$ cat config.mk
export PLATFORM = sky130hd
export DESIGN_NAME = gpio_lock_port
export DESIGN_NICKNAME = d
export VERILOG_FILES = /design/src/rtl/gpio_lock_pkg.sv /design/src/rtl/gpio_in_sync.sv /design/src/rtl/gpio_evt_detect.sv /design/src/rtl/gpio_key_guard.sv /design/src/rtl/gpio_lock_port.sv
export SDC_FILE = /design/constraint.sdc
export NUM_CORES = 1
export LEC_CHECK = 0
export BUFFER_PORTS_ARGS = -buffer_cell sky130_fd_sc_hd__buf_2
export CORE_UTILIZATION = 35
export CTS_BUF_LIST = sky130_fd_sc_hd__clkbuf_4 sky130_fd_sc_hd__clkbuf_8 sky130_fd_sc_hd__clkbuf_16
export CTS_CLUSTER_DIAMETER = 120
export DETAILED_ROUTE_END_ITERATION = 8
export GPL_TIMING_DRIVEN = 0
export PLACE_DENSITY = 0.54
export RECOVER_POWER = 50
export SETUP_SLACK_MARGIN = 0.5
export SLEW_MARGIN = 30
export SYNTH_ARGS = -nofsm -noshare
export SYNTH_HDL_FRONTEND = slang
export SYNTH_HIERARCHICAL = 1
export SYNTH_SLANG_ARGS = --single-unit
$ cat constraint.sdc
create_clock -name pclk -period 1.85 [get_ports pclk]
set_input_delay 0 -clock pclk [delete_from_list [all_inputs] [get_ports pclk]]
set_output_delay 0 -clock pclk [all_outputs]
set_load 0.005 [all_outputs]
$ cat src/rtl/gpio_lock_pkg.sv
package gpio_lock_pkg;

  localparam int unsigned MAXW = 32;

  localparam logic [11:0] OFS_DIR    = 12'h400;
  localparam logic [11:0] OFS_SENSE  = 12'h404;
  localparam logic [11:0] OFS_BOTH   = 12'h408;
  localparam logic [11:0] OFS_POL    = 12'h40C;
  localparam logic [11:0] OFS_MASK   = 12'h410;
  localparam logic [11:0] OFS_RAW    = 12'h414;
  localparam logic [11:0] OFS_MST    = 12'h418;
  localparam logic [11:0] OFS_CLR    = 12'h41C;
  localparam logic [11:0] OFS_ALT    = 12'h420;
  localparam logic [11:0] OFS_PAD0   = 12'h500;
  localparam logic [11:0] OFS_LOCK   = 12'h520;
  localparam logic [11:0] OFS_COMMIT = 12'h524;
  localparam logic [11:0] OFS_ID0    = 12'hFD0;
  localparam logic [11:0] OFS_IDLAST = 12'hFFC;

  localparam int unsigned PAD_REGS = 8;
  localparam int unsigned ID_BYTES = 12;
  localparam logic [31:0] UNLOCK_KEY = 32'h0ACC_E551;

  typedef enum logic [2:0] {
    DET_FALL, DET_RISE, DET_ANY_EDGE, DET_LOW, DET_HIGH
  } det_mode_e;

  // Keep old bits where sel is 0, take new bits where sel is 1.
  function automatic logic [MAXW-1:0] merge_bits(input logic [MAXW-1:0] old_v,
                                                 input logic [MAXW-1:0] new_v,
                                                 input logic [MAXW-1:0] sel);
    return (old_v & ~sel) | (new_v & sel);
  endfunction

  // Pin level: data bit on outputs, 1 on inputs.
  function automatic logic [MAXW-1:0] drive_level(input logic [MAXW-1:0] data_v,
                                                  input logic [MAXW-1:0] dir_v);
    return (data_v & dir_v) | ~dir_v;
  endfunction

  function automatic det_mode_e det_mode(input logic sense, input logic both,
                                         input logic pol);
    det_mode_e m;
    if (sense)     m = pol ? DET_HIGH : DET_LOW;
    else if (both) m = DET_ANY_EDGE;
    else           m = pol ? DET_RISE : DET_FALL;
    return m;
  endfunction

  function automatic logic pin_event(input det_mode_e m, input logic now_v,
                                     input logic was_v);
    logic r;
    case (m)
      DET_FALL:     r = was_v & ~now_v;
      DET_RISE:     r = ~was_v & now_v;
      DET_ANY_EDGE: r = was_v ^ now_v;
      DET_LOW:      r = ~now_v;
      DET_HIGH:     r = now_v;
      default:      r = 1'b0;
    endcase
    return r;
  endfunction

  function automatic logic [7:0] id_byte(input logic [3:0] idx);
    logic [7:0] b;
    case (idx)
      4'd4:    b = 8'h61;
      4'd6:    b = 8'h18;
      4'd7:    b = 8'h01;
      4'd8:    b = 8'h0D;
      4'd9:    b = 8'hF0;
      4'd10:   b = 8'h05;
      4'd11:   b = 8'hB1;
      default: b = 8'h00;
    endcase
    return b;
  endfunction

endpackage

$ cat src/rtl/gpio_in_sync.sv
module gpio_in_sync #(
  parameter int W      = 8,
  parameter int STAGES = 2
) (
  input  logic         clk,
  input  logic         rst_n,
  input  logic [W-1:0] d,
  output logic [W-1:0] q
);
  logic [W-1:0] stg_q [STAGES];

  for (genvar s = 0; s < STAGES; s++) begin : g_stage
    always_ff @(posedge clk or negedge rst_n) begin
      if (!rst_n)      stg_q[s] <= '0;
      else if (s == 0) stg_q[s] <= d;
      else             stg_q[s] <= stg_q[(s == 0) ? 0 : s-1];
    end
  end

  assign q = stg_q[STAGES-1];
endmodule

$ cat src/rtl/gpio_evt_detect.sv
module gpio_evt_detect
  import gpio_lock_pkg::*;
#(
  parameter int W = 8
) (
  input  logic         clk,
  input  logic         rst_n,
  input  logic [W-1:0] lvl,
  input  logic [W-1:0] sense,
  input  logic [W-1:0] both,
  input  logic [W-1:0] pol,
  output logic [W-1:0] evt
);
  logic [W-1:0] prev_q;

  always_ff @(posedge clk or negedge rst_n) begin
    if (!rst_n) prev_q <= '0;
    else        prev_q <= lvl;
  end

  for (genvar i = 0; i < W; i++) begin : g_pin
    assign evt[i] = pin_event(det_mode(sense[i], both[i], pol[i]), lvl[i], prev_q[i]);
  end
endmodule

$ cat src/rtl/gpio_key_guard.sv
module gpio_key_guard
  import gpio_lock_pkg::*;
#(
  parameter int W  = 8,
  parameter int DW = 32
) (
  input  logic          clk,
  input  logic          rst_n,
  input  logic          wr_lock,
  input  logic          wr_commit,
  input  logic          wr_alt,
  input  logic [DW-1:0] wdata,
  output logic          locked,
  output logic [W-1:0]  commit,
  output logic [W-1:0]  alt
);
  logic [W-1:0] alt_d;

  assign alt_d = W'(merge_bits(MAXW'(alt), MAXW'(wdata[W-1:0]), MAXW'(commit)));

  always_ff @(posedge clk or negedge rst_n) begin
    if (!rst_n) begin
      locked <= 1'b1;
      commit <= '1;
      alt    <= '0;
    end else begin
      if (wr_lock)             locked <= (wdata != DW'(UNLOCK_KEY));
      if (wr_commit && !locked) commit <= wdata[W-1:0];
      if (wr_alt)              alt    <= alt_d;
    end
  end
endmodule

$ cat src/rtl/gpio_lock_port.sv
module gpio_lock_port
  import gpio_lock_pkg::*;
#(
  parameter int NPINS       = 8,
  parameter int AW          = 12,
  parameter int DW          = 32,
  parameter int SYNC_STAGES = 2
) (
  input  logic             pclk,
  input  logic             presetn,
  input  logic             psel,
  input  logic             penable,
  input  logic             pwrite,
  input  logic [AW-1:0]    paddr,
  input  logic [DW-1:0]    pwdata,
  output logic [DW-1:0]    prdata,
  input  logic [NPINS-1:0] pins_in,
  output logic [NPINS-1:0] pins_out,
  output logic             irq
);
  localparam int PW = NPINS;
  localparam logic [AW-1:0] A_DIR    = AW'(OFS_DIR);
  localparam logic [AW-1:0] A_SENSE  = AW'(OFS_SENSE);
  localparam logic [AW-1:0] A_BOTH   = AW'(OFS_BOTH);
  localparam logic [AW-1:0] A_POL    = AW'(OFS_POL);
  localparam logic [AW-1:0] A_MASK   = AW'(OFS_MASK);
  localparam logic [AW-1:0] A_RAW    = AW'(OFS_RAW);
  localparam logic [AW-1:0] A_MST    = AW'(OFS_MST);
  localparam logic [AW-1:0] A_CLR    = AW'(OFS_CLR);
  localparam logic [AW-1:0] A_ALT    = AW'(OFS_ALT);
  localparam logic [AW-1:0] A_PAD0   = AW'(OFS_PAD0);
  localparam logic [AW-1:0] A_PADEND = AW'(OFS_PAD0 + 12'(PAD_REGS * 4));
  localparam logic [AW-1:0] A_LOCK   = AW'(OFS_LOCK);
  localparam logic [AW-1:0] A_COMMIT = AW'(OFS_COMMIT);
  localparam logic [AW-1:0] A_ID0    = AW'(OFS_ID0);
  localparam logic [AW-1:0] A_IDLAST = AW'(OFS_IDLAST);

  // Decoded access
  logic          wr_en;
  logic [AW-1:0] waddr;
  logic          in_data_win, in_pad_win, in_id_win;
  logic [PW-1:0] win_mask;
  logic [2:0]    pad_idx;
  logic [3:0]    id_idx;

  assign wr_en       = psel & penable & pwrite;
  assign waddr       = paddr & ~AW'(3);
  assign in_data_win = (waddr < A_DIR);
  assign in_pad_win  = (waddr >= A_PAD0) && (waddr < A_PADEND);
  assign in_id_win   = (waddr >= A_ID0) && (waddr <= A_IDLAST);
  assign win_mask    = waddr[PW+1:2];
  assign pad_idx     = waddr[4:2];
  assign id_idx      = 4'((waddr - A_ID0) >> 2);

  // Named write strobes
  logic wr_data_win, wr_dir, wr_sense, wr_both, wr_pol, wr_mask, wr_clr;
  logic wr_alt, wr_lock, wr_commit;
  assign wr_data_win = wr_en && in_data_win;
  assign wr_dir      = wr_en && (waddr == A_DIR);
  assign wr_sense    = wr_en && (waddr == A_SENSE);
  assign wr_both     = wr_en && (waddr == A_BOTH);
  assign wr_pol      = wr_en && (waddr == A_POL);
  assign wr_mask     = wr_en && (waddr == A_MASK);
  assign wr_clr      = wr_en && (waddr == A_CLR);
  assign wr_alt      = wr_en && (waddr == A_ALT);
  assign wr_lock     = wr_en && (waddr == A_LOCK);
  assign wr_commit   = wr_en && (waddr == A_COMMIT);

  // State
  logic [PW-1:0] data_q, dir_q, sense_q, both_q, pol_q, mask_q, raw_q;
  logic [PW-1:0] pad_q [PAD_REGS];
  logic [PW-1:0] sync_q, evt;
  logic [PW-1:0] data_d, raw_d, written, clr_bits;
  logic          locked;
  logic [PW-1:0] commit, alt;

  gpio_in_sync #(.W(PW), .STAGES(SYNC_STAGES)) u_sync (
    .clk(pclk), .rst_n(presetn), .d(pins_in), .q(sync_q)
  );

  gpio_evt_detect #(.W(PW)) u_det (
    .clk(pclk), .rst_n(presetn), .lvl(sync_q),
    .sense(sense_q), .both(both_q), .pol(pol_q), .evt(evt)
  );

  gpio_key_guard #(.W(PW), .DW(DW)) u_guard (
    .clk(pclk), .rst_n(presetn), .wr_lock(wr_lock), .wr_commit(wr_commit),
    .wr_alt(wr_alt), .wdata(pwdata), .locked(locked), .commit(commit), .alt(alt)
  );

  // Output bits take the masked write; input bits follow the synchroniser.
  assign written  = PW'(merge_bits(MAXW'(data_q), MAXW'(pwdata[PW-1:0]),
                                   wr_data_win ? MAXW'(win_mask) : '0));
  assign data_d   = PW'(merge_bits(MAXW'(sync_q), MAXW'(written), MAXW'(dir_q)));
  assign clr_bits = wr_clr ? pwdata[PW-1:0] : '0;
  assign raw_d    = (raw_q & ~clr_bits) | evt;

  always_ff @(posedge pclk or negedge presetn) begin
    if (!presetn) begin
      data_q  <= '0;
      dir_q   <= '0;
      sense_q <= '0;
      both_q  <= '0;
      pol_q   <= '0;
      mask_q  <= '0;
      raw_q   <= '0;
    end else begin
      data_q <= data_d;
      raw_q  <= raw_d;
      if (wr_dir)   dir_q   <= pwdata[PW-1:0];
      if (wr_sense) sense_q <= pwdata[PW-1:0];
      if (wr_both)  both_q  <= pwdata[PW-1:0];
      if (wr_pol)   pol_q   <= pwdata[PW-1:0];
      if (wr_mask)  mask_q  <= pwdata[PW-1:0];
    end
  end

  for (genvar k = 0; k < PAD_REGS; k++) begin : g_pad
    always_ff @(posedge pclk or negedge presetn) begin
      if (!presetn)                                   pad_q[k] <= '0;
      else if (wr_en && in_pad_win && pad_idx == 3'(k)) pad_q[k] <= pwdata[PW-1:0];
    end
  end

  assign pins_out = PW'(drive_level(MAXW'(data_q), MAXW'(dir_q)));
  assign irq      = |(raw_q & mask_q);

  always_comb begin
    prdata = '0;
    if (in_data_win)     prdata = DW'(data_q & win_mask);
    else if (in_pad_win) prdata = DW'(pad_q[pad_idx]);
    else if (in_id_win)  prdata = DW'(id_byte(id_idx));
    else begin
      case (waddr)
        A_DIR:    prdata = DW'(dir_q);
        A_SENSE:  prdata = DW'(sense_q);
        A_BOTH:   prdata = DW'(both_q);
        A_POL:    prdata = DW'(pol_q);
        A_MASK:   prdata = DW'(mask_q);
        A_RAW:    prdata = DW'(raw_q);
        A_MST:    prdata = DW'(raw_q & mask_q);
        A_ALT:    prdata = DW'(alt);
        A_LOCK:   prdata = DW'(locked);
        A_COMMIT: prdata = DW'(commit);
        default:  prdata = '0;
      endcase
    end
  end
endmodule

==> results of run 1 <==
## state kept, by name, summed over array words and instances (netlist names), named ones only
signal / cells
pad_q: 64
pol_q: 8
mask_q: 8
u_sync/stg_q: 8
u_sync/q: 8
dir_q: 8
sense_q: 8
u_det/prev_q: 8
u_guard/commit: 8
u_guard/locked: 1
raw_q: 8
both_q: 8
## metrics by stage
step | TNS, ns | area [um2]
2_1_floorplan | -0.7415 | 8650
3_3_place_gp | -357.34 | 9394
3_5_place_dp | -59.00 | 9477
4_1_cts | -2.013 | 11370
5_1_grt | -6.408 | 11530
6_report | -2.943 | 11530
## worst min-delay path by stage
| stage | startpoint | end |
|---|---|---|
| final | paddr[9] | flip-flop |
| after detailed placement | presetn | pad_q[12] |
| after global placement | pins_in[4] | u_sync/stg_q[12] |
| after floorplan | presetn | async pin |
| after global routing | pwdata[6] | pad_q[54] |
| after CTS | pwdata[25] | u_guard/locked |
## Yosys cell counts (all sizes together) (3+ instances only)
library cell / instances / area [um2]
a21o: 9 / 67.56
a21oi: 34 / 170.2
a22oi: 5 / 37.54
a31oi: 8 / 50.05
a32oi: 3 / 26.28
and3: 3 / 18.77
buf: 45 / 314.0
clkbuf: 17 / 63.81
dfrtp: 152 / 3804
dfstp: 9 / 236.5
ha: 16 / 200.2
inv: 17 / 63.81
mux2: 132 / 1516
mux2i: 20 / 200.2
mux4: 17 / 382.9
nand2: 77 / 289.0
nand2b: 13 / 88.83
nand3: 14 / 105.1
nor2: 16 / 67.56
nor2b: 4 / 25.02
nor3: 15 / 96.35
nor4: 4 / 31.28
nor4b: 3 / 32.53
o21ai: 17 / 85.08
o22ai: 3 / 18.77
or3: 5 / 31.28
xnor2: 9 / 78.83
## kinds of logic (layout without fill, tap and decap cells)
family	count (synthesis)	count (layout)	synth area share (%)
other	1	24	0.04449
buffers and inverters	80	259	5.284
multiplexers	169	169	24.91
AND/OR/NAND/NOR	170	170	11.03
adder cells (fa/ha/maj)	16	16	2.375
XOR/XNOR	10	10	1.039
AO/OA/AOI/OAI	98	98	7.392
flip-flops	161	161	47.93
## power groups by stage
stage                     Sequential, mW  Combinational (mW)  Clock [mW]
after global routing                3.60               0.887        3.88
after global placement              3.66               0.637           0
final                               3.60               0.813        3.68
after detailed placement            3.66               0.657           0
after floorplan                     3.65               0.339           0
after CTS                           3.60               0.801        3.74
## layer usage
layer	routed length, um	GRT usage, %
met4	595	8.322
met2	12430	35.23
met5	0	0
met3	1272	4.405
met1	11940	30.98
## timing repair
item / in CTS / in global routing
gates cloned: 0 / 0
gates resized for setup: 173 / 43
endpoints found under the setup margin: 140 / 139
hold buffers: 26 / 0
pin swaps: 44 / 34
hold endpoints to repair: 137 / 0
setup buffers: 42 / 8
## worst register-to-register path: cells and delay by family (launching register included)
| kind | cells | cell delay, ns |
|---|---|---|
| simple gates | 1 | 0.06 |
| buf+inv | 2 | 0.30 |
| flops | 1 | 0.32 |
| compound gates | 2 | 0.26 |
| mux | 1 | 0.27 |
| fa+ha+maj | 1 | 0.17 |
## layout make-up
class	instances	area (um2)	area share (%)
multi-input combinational	487	4888	42.41
sequential	161	4040	35.05
timing repair buffer	147	1095	9.498
clock buffer	22	488.0	4.234
buffer	62	412.9	3.582
tap	319	399.1	3.463
clock inverter	10	122.6	1.064
inverter	18	80.08	0.6947
==> impl_metrics.tcl, run 1 <==
set metrics [dict create \
    drv_cap 0 \
    comb_power_share_pct 10.0 \
    power_mw 8.090 \
    die_h_um 157.2 \
    r2r-end "raw_q[5]" \
    finalNetCount 967 \
    rsz0062_at_grt "yes" \
    worst_skew_pair.late_latency_ns 0.44 \
    drtPass1Iterations 5 \
    hp-class "input pin to flip-flop" \
    syn_area_per_cell_um2 11.96 \
    cp.buffers_inverters 4 \
    setup.worst_path.end "prdata[2]" \
    ant_nets 0 \
    cp_max_fo 5 \
    power-per-cell-area_mw_per_mm2 701.9 \
    cts_tree "done" \
    pre_cts_slack_ns -0.7288 \
    diodes 0 \
    die_w_um 157.2 \
    cts_htree_levels 4 \
    power.share.clock_pct 45.5 \
    cts_sinks 161 \
    synth_cell_types 66 \
    cp-end-kind "primary output" \
    synthCells 705 \
    crit_arrival_ns 2.13 \
    cts_buffer_depth 2 \
    rr_startpoint "u_sync/q[5]" \
    ys.flop_type "dfrtp_1" \
    fin_skew_ns 0.007731 \
    grt_pass1_wl_mm 40.11 \
    p_leak_nw 5.534 \
    sw_frac_of_total_pct 25.06 \
    cp-start-kind "input pin" \
    fill_cells 2157 \
    critical-path-max-stage-delay_ns 0.56 \
    dr_total_vias 6413 \
    fin_util_pct 48.96 \
    drt_iter0_markers 492 \
    core-area_mm2 0.02354 \
    drc 0 \
    worst-path-stages 9 \
    p_int_mw 6.063 \
    hold_viol_final 1 \
    area_growth_pct 36.74 \
    fin_cells 1226 \
    slowest_stage "or4b_4" \
    hold-worst-slack_ns -0.008907 \
    yosysWarnings 6 \
    grt_usage_pct 22.57 \
    cp-startpoint "paddr[11]" \
    antenna_found_initial 0 \
    ir_worst_vdd_v 0.0005696 \
    place_congestion 0.9019 \
    tightest_slew_ns 1.126 \
    ios 98 \
    power_frac_seq_pct 44.5 \
    grt_max_degree 84 \
    drive_gt1_share_pct 48.73 \
    clk_pin_slew_ns 0.07 \
    finalWorstSetupSlack_ns -0.2791 \
    vias_per_cell 5.231 \
    cp.required_ns 1.85 \
    setup_viol 16 \
    grt-ovfl-total 0 \
    syn_area_mm2 0.008429 \
    totalWireLength_mm 26.23 \
    max_freq_ghz 0.4697 \
    hold_path_depth 4 \
    cts-root-buf "clkbuf_16" \
    reg2reg_depth 7 \
    synth-seq-cells 161 \
    synth_edf_count 0 \
    dp_cells 1118 \
    cp_cell_sequence "buf_8, or4_4, buf_6, or4b_4, nor2_4, buf_12, a211oi_2, a31oi_1, buf_2" \
    mostFrequentLayoutCells "dfrtp_1, mux2_4, buf_4" \
    place_hpwl_mm 16.68 \
    grt_pass1_vias 6565 \
    reg2reg_slack_ns 0.35 \
    ys_async_sr_fraction_pct 100.0 \
    period_share_pct 115.1 \
    path_class "input pin to primary output" \
    status "finished with violations" \
    numCtsBuffers 17 \
    io_buffers 69 \
    switchingPower_mw 2.027 \
    slew_headroom_pct 24.96 \
    crit_family "simple AND/OR/NAND/NOR gates" \
    fin_crit_ns 2.129 \
    yosysSeqAreaShare_pct 47.93 \
    dieArea_mm2 0.02471 \
    wire_per_inst_um 21.40 \
    mostFrequentLayoutCell "dfrtp_1" \
    violations "negative hold slack, negative setup slack" \
    initial_core_util_pct 35.80 \
    drv_slew 0 \
    rows 56 \
]
(Power assumes the default switching activity.)
==> run 2: changes to the inputs <==
--- a/config.mk
+++ b/config.mk
@@ -7,10 +7,9 @@
 export LEC_CHECK = 0
 export BUFFER_PORTS_ARGS = -buffer_cell sky130_fd_sc_hd__buf_2
 export CORE_UTILIZATION = 35
-export CTS_BUF_LIST = sky130_fd_sc_hd__clkbuf_4 sky130_fd_sc_hd__clkbuf_8 sky130_fd_sc_hd__clkbuf_16
 export CTS_CLUSTER_DIAMETER = 120
 export DETAILED_ROUTE_END_ITERATION = 8
-export GPL_TIMING_DRIVEN = 0
+export GPL_TIMING_DRIVEN = 1
 export PLACE_DENSITY = 0.54
 export RECOVER_POWER = 50
 export SETUP_SLACK_MARGIN = 0.5
==> run 2 against run 1 <==
  * The run ends with negative setup slack left
  * Setup slack improved by 0.13 ns
  * Largest cell class unchanged
  * Largest power group unchanged
  * Sequential power about the same
  * Clock power increased by 1%
==> impl_metrics.tcl, run 2 (synthesis gave the netlist of run 1 again) <==
set metrics [dict create \
    status "finished with violations" \
    violations "negative setup slack" \
    die_w_um 157.2 \
    hp-class "input pin to flip-flop" \
    grt_max_degree 56 \
    drive_gt1_share_pct 47.70 \
    dieArea_mm2 0.02471 \
    cp-startpoint "paddr[11]" \
    drv_cap 0 \
    mostFrequentLayoutCells "dfrtp_1, buf_4, nand2_1" \
    tightest_slew_ns 1.049 \
    max_freq_ghz 0.4993 \
    drc 0 \
    r2r-end "raw_q[3]" \
    antenna_found_initial 2 \
    cp-start-kind "input pin" \
    finalSetupTns_ns -0.8083 \
    fin_crit_ns 2.003 \
    worst_skew_pair.late_latency_ns 0.44 \
    fin_skew_ns 0.01391 \
    grt_pass1_vias 6389 \
    place_congestion 0.8766 \
    cts-root-buf "clkbuf_16" \
    cp_max_fo 6 \
    drt_iter0_markers 309 \
    reg2reg_slack_ns 0.51 \
    finalNetCount 951 \
    p_leak_nw 5.336 \
    placed_cell_area_mm2 0.009653 \
    slew_headroom_pct 30.05 \
    core-area_mm2 0.02354 \
    vias_per_cell 5.206 \
    clk_pin_slew_ns 0.06 \
    cts_buffer_depth 2 \
    io_buffers 71 \
    hold_viol_final 0 \
    final_area_mm2 0.01122 \
    largest_register_ffs 64 \
    finalWorstSetupSlack_ns -0.1526 \
    cts_sinks 161 \
    ant_nets 0 \
    wire_per_inst_um 20.21 \
    cts_tree "done" \
    period_share_pct 108.2 \
    rsz0062_at_grt "yes" \
    drtPass1Iterations 4 \
    cp-end-kind "primary output" \
    rr_startpoint "u_sync/q[3]" \
    crit_arrival_ns 2.00 \
    fin_cells 1211 \
    drv_slew 0 \
    die_h_um 157.2 \
    top_register "pad_q" \
    initial_core_util_pct 35.80 \
    ios 98 \
    grt_usage_pct 20.77 \
    totalWireLength_mm 24.47 \
    grt_pass1_wl_mm 37.56 \
    numCtsBuffers 17 \
    ir_worst_vdd_v 0.0005950 \
    grt-ovfl-total 0 \
    reg2reg_depth 6 \
    cp.required_ns 1.85 \
    pre_cts_slack_ns -0.2010 \
    rows 56 \
    area_growth_pct 33.15 \
    mostFrequentLayoutCell "dfrtp_1" \
    dr_total_vias 6305 \
    setup_viol 8 \
    setup.worst_path.end "prdata[2]" \
    place_hpwl_mm 16.67 \
    cts_htree_levels 4 \
    path_class "input pin to primary output" \
    power-per-cell-area_mw_per_mm2 717.8 \
    dp_cells 1131 \
]
run 2: cell count changes in the layout (fill, tap and decap cells not counted), moves of 7 or more:
| cell | previous run | this run |
|---|---|---|
| clkbuf_1 | 20 | 5 |
| ha_4 | 13 | 2 |
| mux2_4 | 79 | 68 |
| mux2_1 | 0 | 8 |
| ha_2 | 3 | 10 |
| nand2_4 | 10 | 3 |
run 2: power by group:
| part | internal [mW] | switching [mW] |
|---|---|---|
| Sequential | 3.57 | 0.0343 |
| Combinational | 0.306 | 0.429 |
| Clock | 2.18 | 1.54 |
run 2: critical path, cell delays in order:
cell and delay (ns):
buf_6 0.09, or4_4 0.55, buf_4 0.20, or3_4 0.40, a221oi_1 0.21, o21ai_1 0.12, a31oi_1 0.24, buf_2 0.17
run 2: worst min path at each step:
| stage | from | to | slack, ns | depth (start not counted) |
|---|---|---|---|---|
| after floorplan | presetn | async pin | -0.30 | 0 |
| after global placement | presetn | pad_q[13] | -0.06 | 1 |
| after detailed placement | presetn | pad_q[13] | -0.06 | 1 |
| after CTS | pwdata[26] | u_guard/locked | 0.003 | 4 |
| after global routing | pwdata[2] | raw_q[2] | 0.03 | 3 |
| final | pwdata[2] | raw_q[2] | 0.03 | 3 |
run 2: layout make-up:
cell class | instances | area, um2
fillers | 2150 | 12320
clock buffers | 18 | 439.2
inverters | 18 | 67.56
flip-flops and latches | 161 | 4043
diodes | 1 | 2.502
multi-input cells | 487 | 4661
well taps | 319 | 399.1
repair buffers | 193 | 1436
clock inverters | 14 | 175.2
run 2: routing by layer:
layer / up-vias / wire length [um] / global-route usage, % / part of all wire (%)
li1: 2854 / - / - / -
met1: 3228 / 11370 / 28.44 / 46
met2: 184 / 11300 / 32.95 / 46
met3: 37 / 1221 / 3.800 / 5.0
met4: 2 / 571 / 7.074 / 2.3
met5: - / 11 / 0 / 0.045
run 2: per-stage QoR:
stage	hold slack, ns	power (mW)	util [%]
2_1_floorplan	-0.2956	3.989	-
3_3_place_gp	-0.06062	4.300	40.98
3_5_place_dp	-0.06020	4.305	41.00
4_1_cts	0.002610	8.115	46.33
5_1_grt	0.03429	8.350	47.67
6_report	0.02829	8.056	47.67
run 2: timing repair:
item | CTS | global route
endpoints found under the setup margin | 136 | 133
pin swaps | 35 | 34
hold buffers | 22 | 0
resized for setup | 61 | 81
hold endpoints to repair | 162 | 0
buffers inserted | 19 | 6
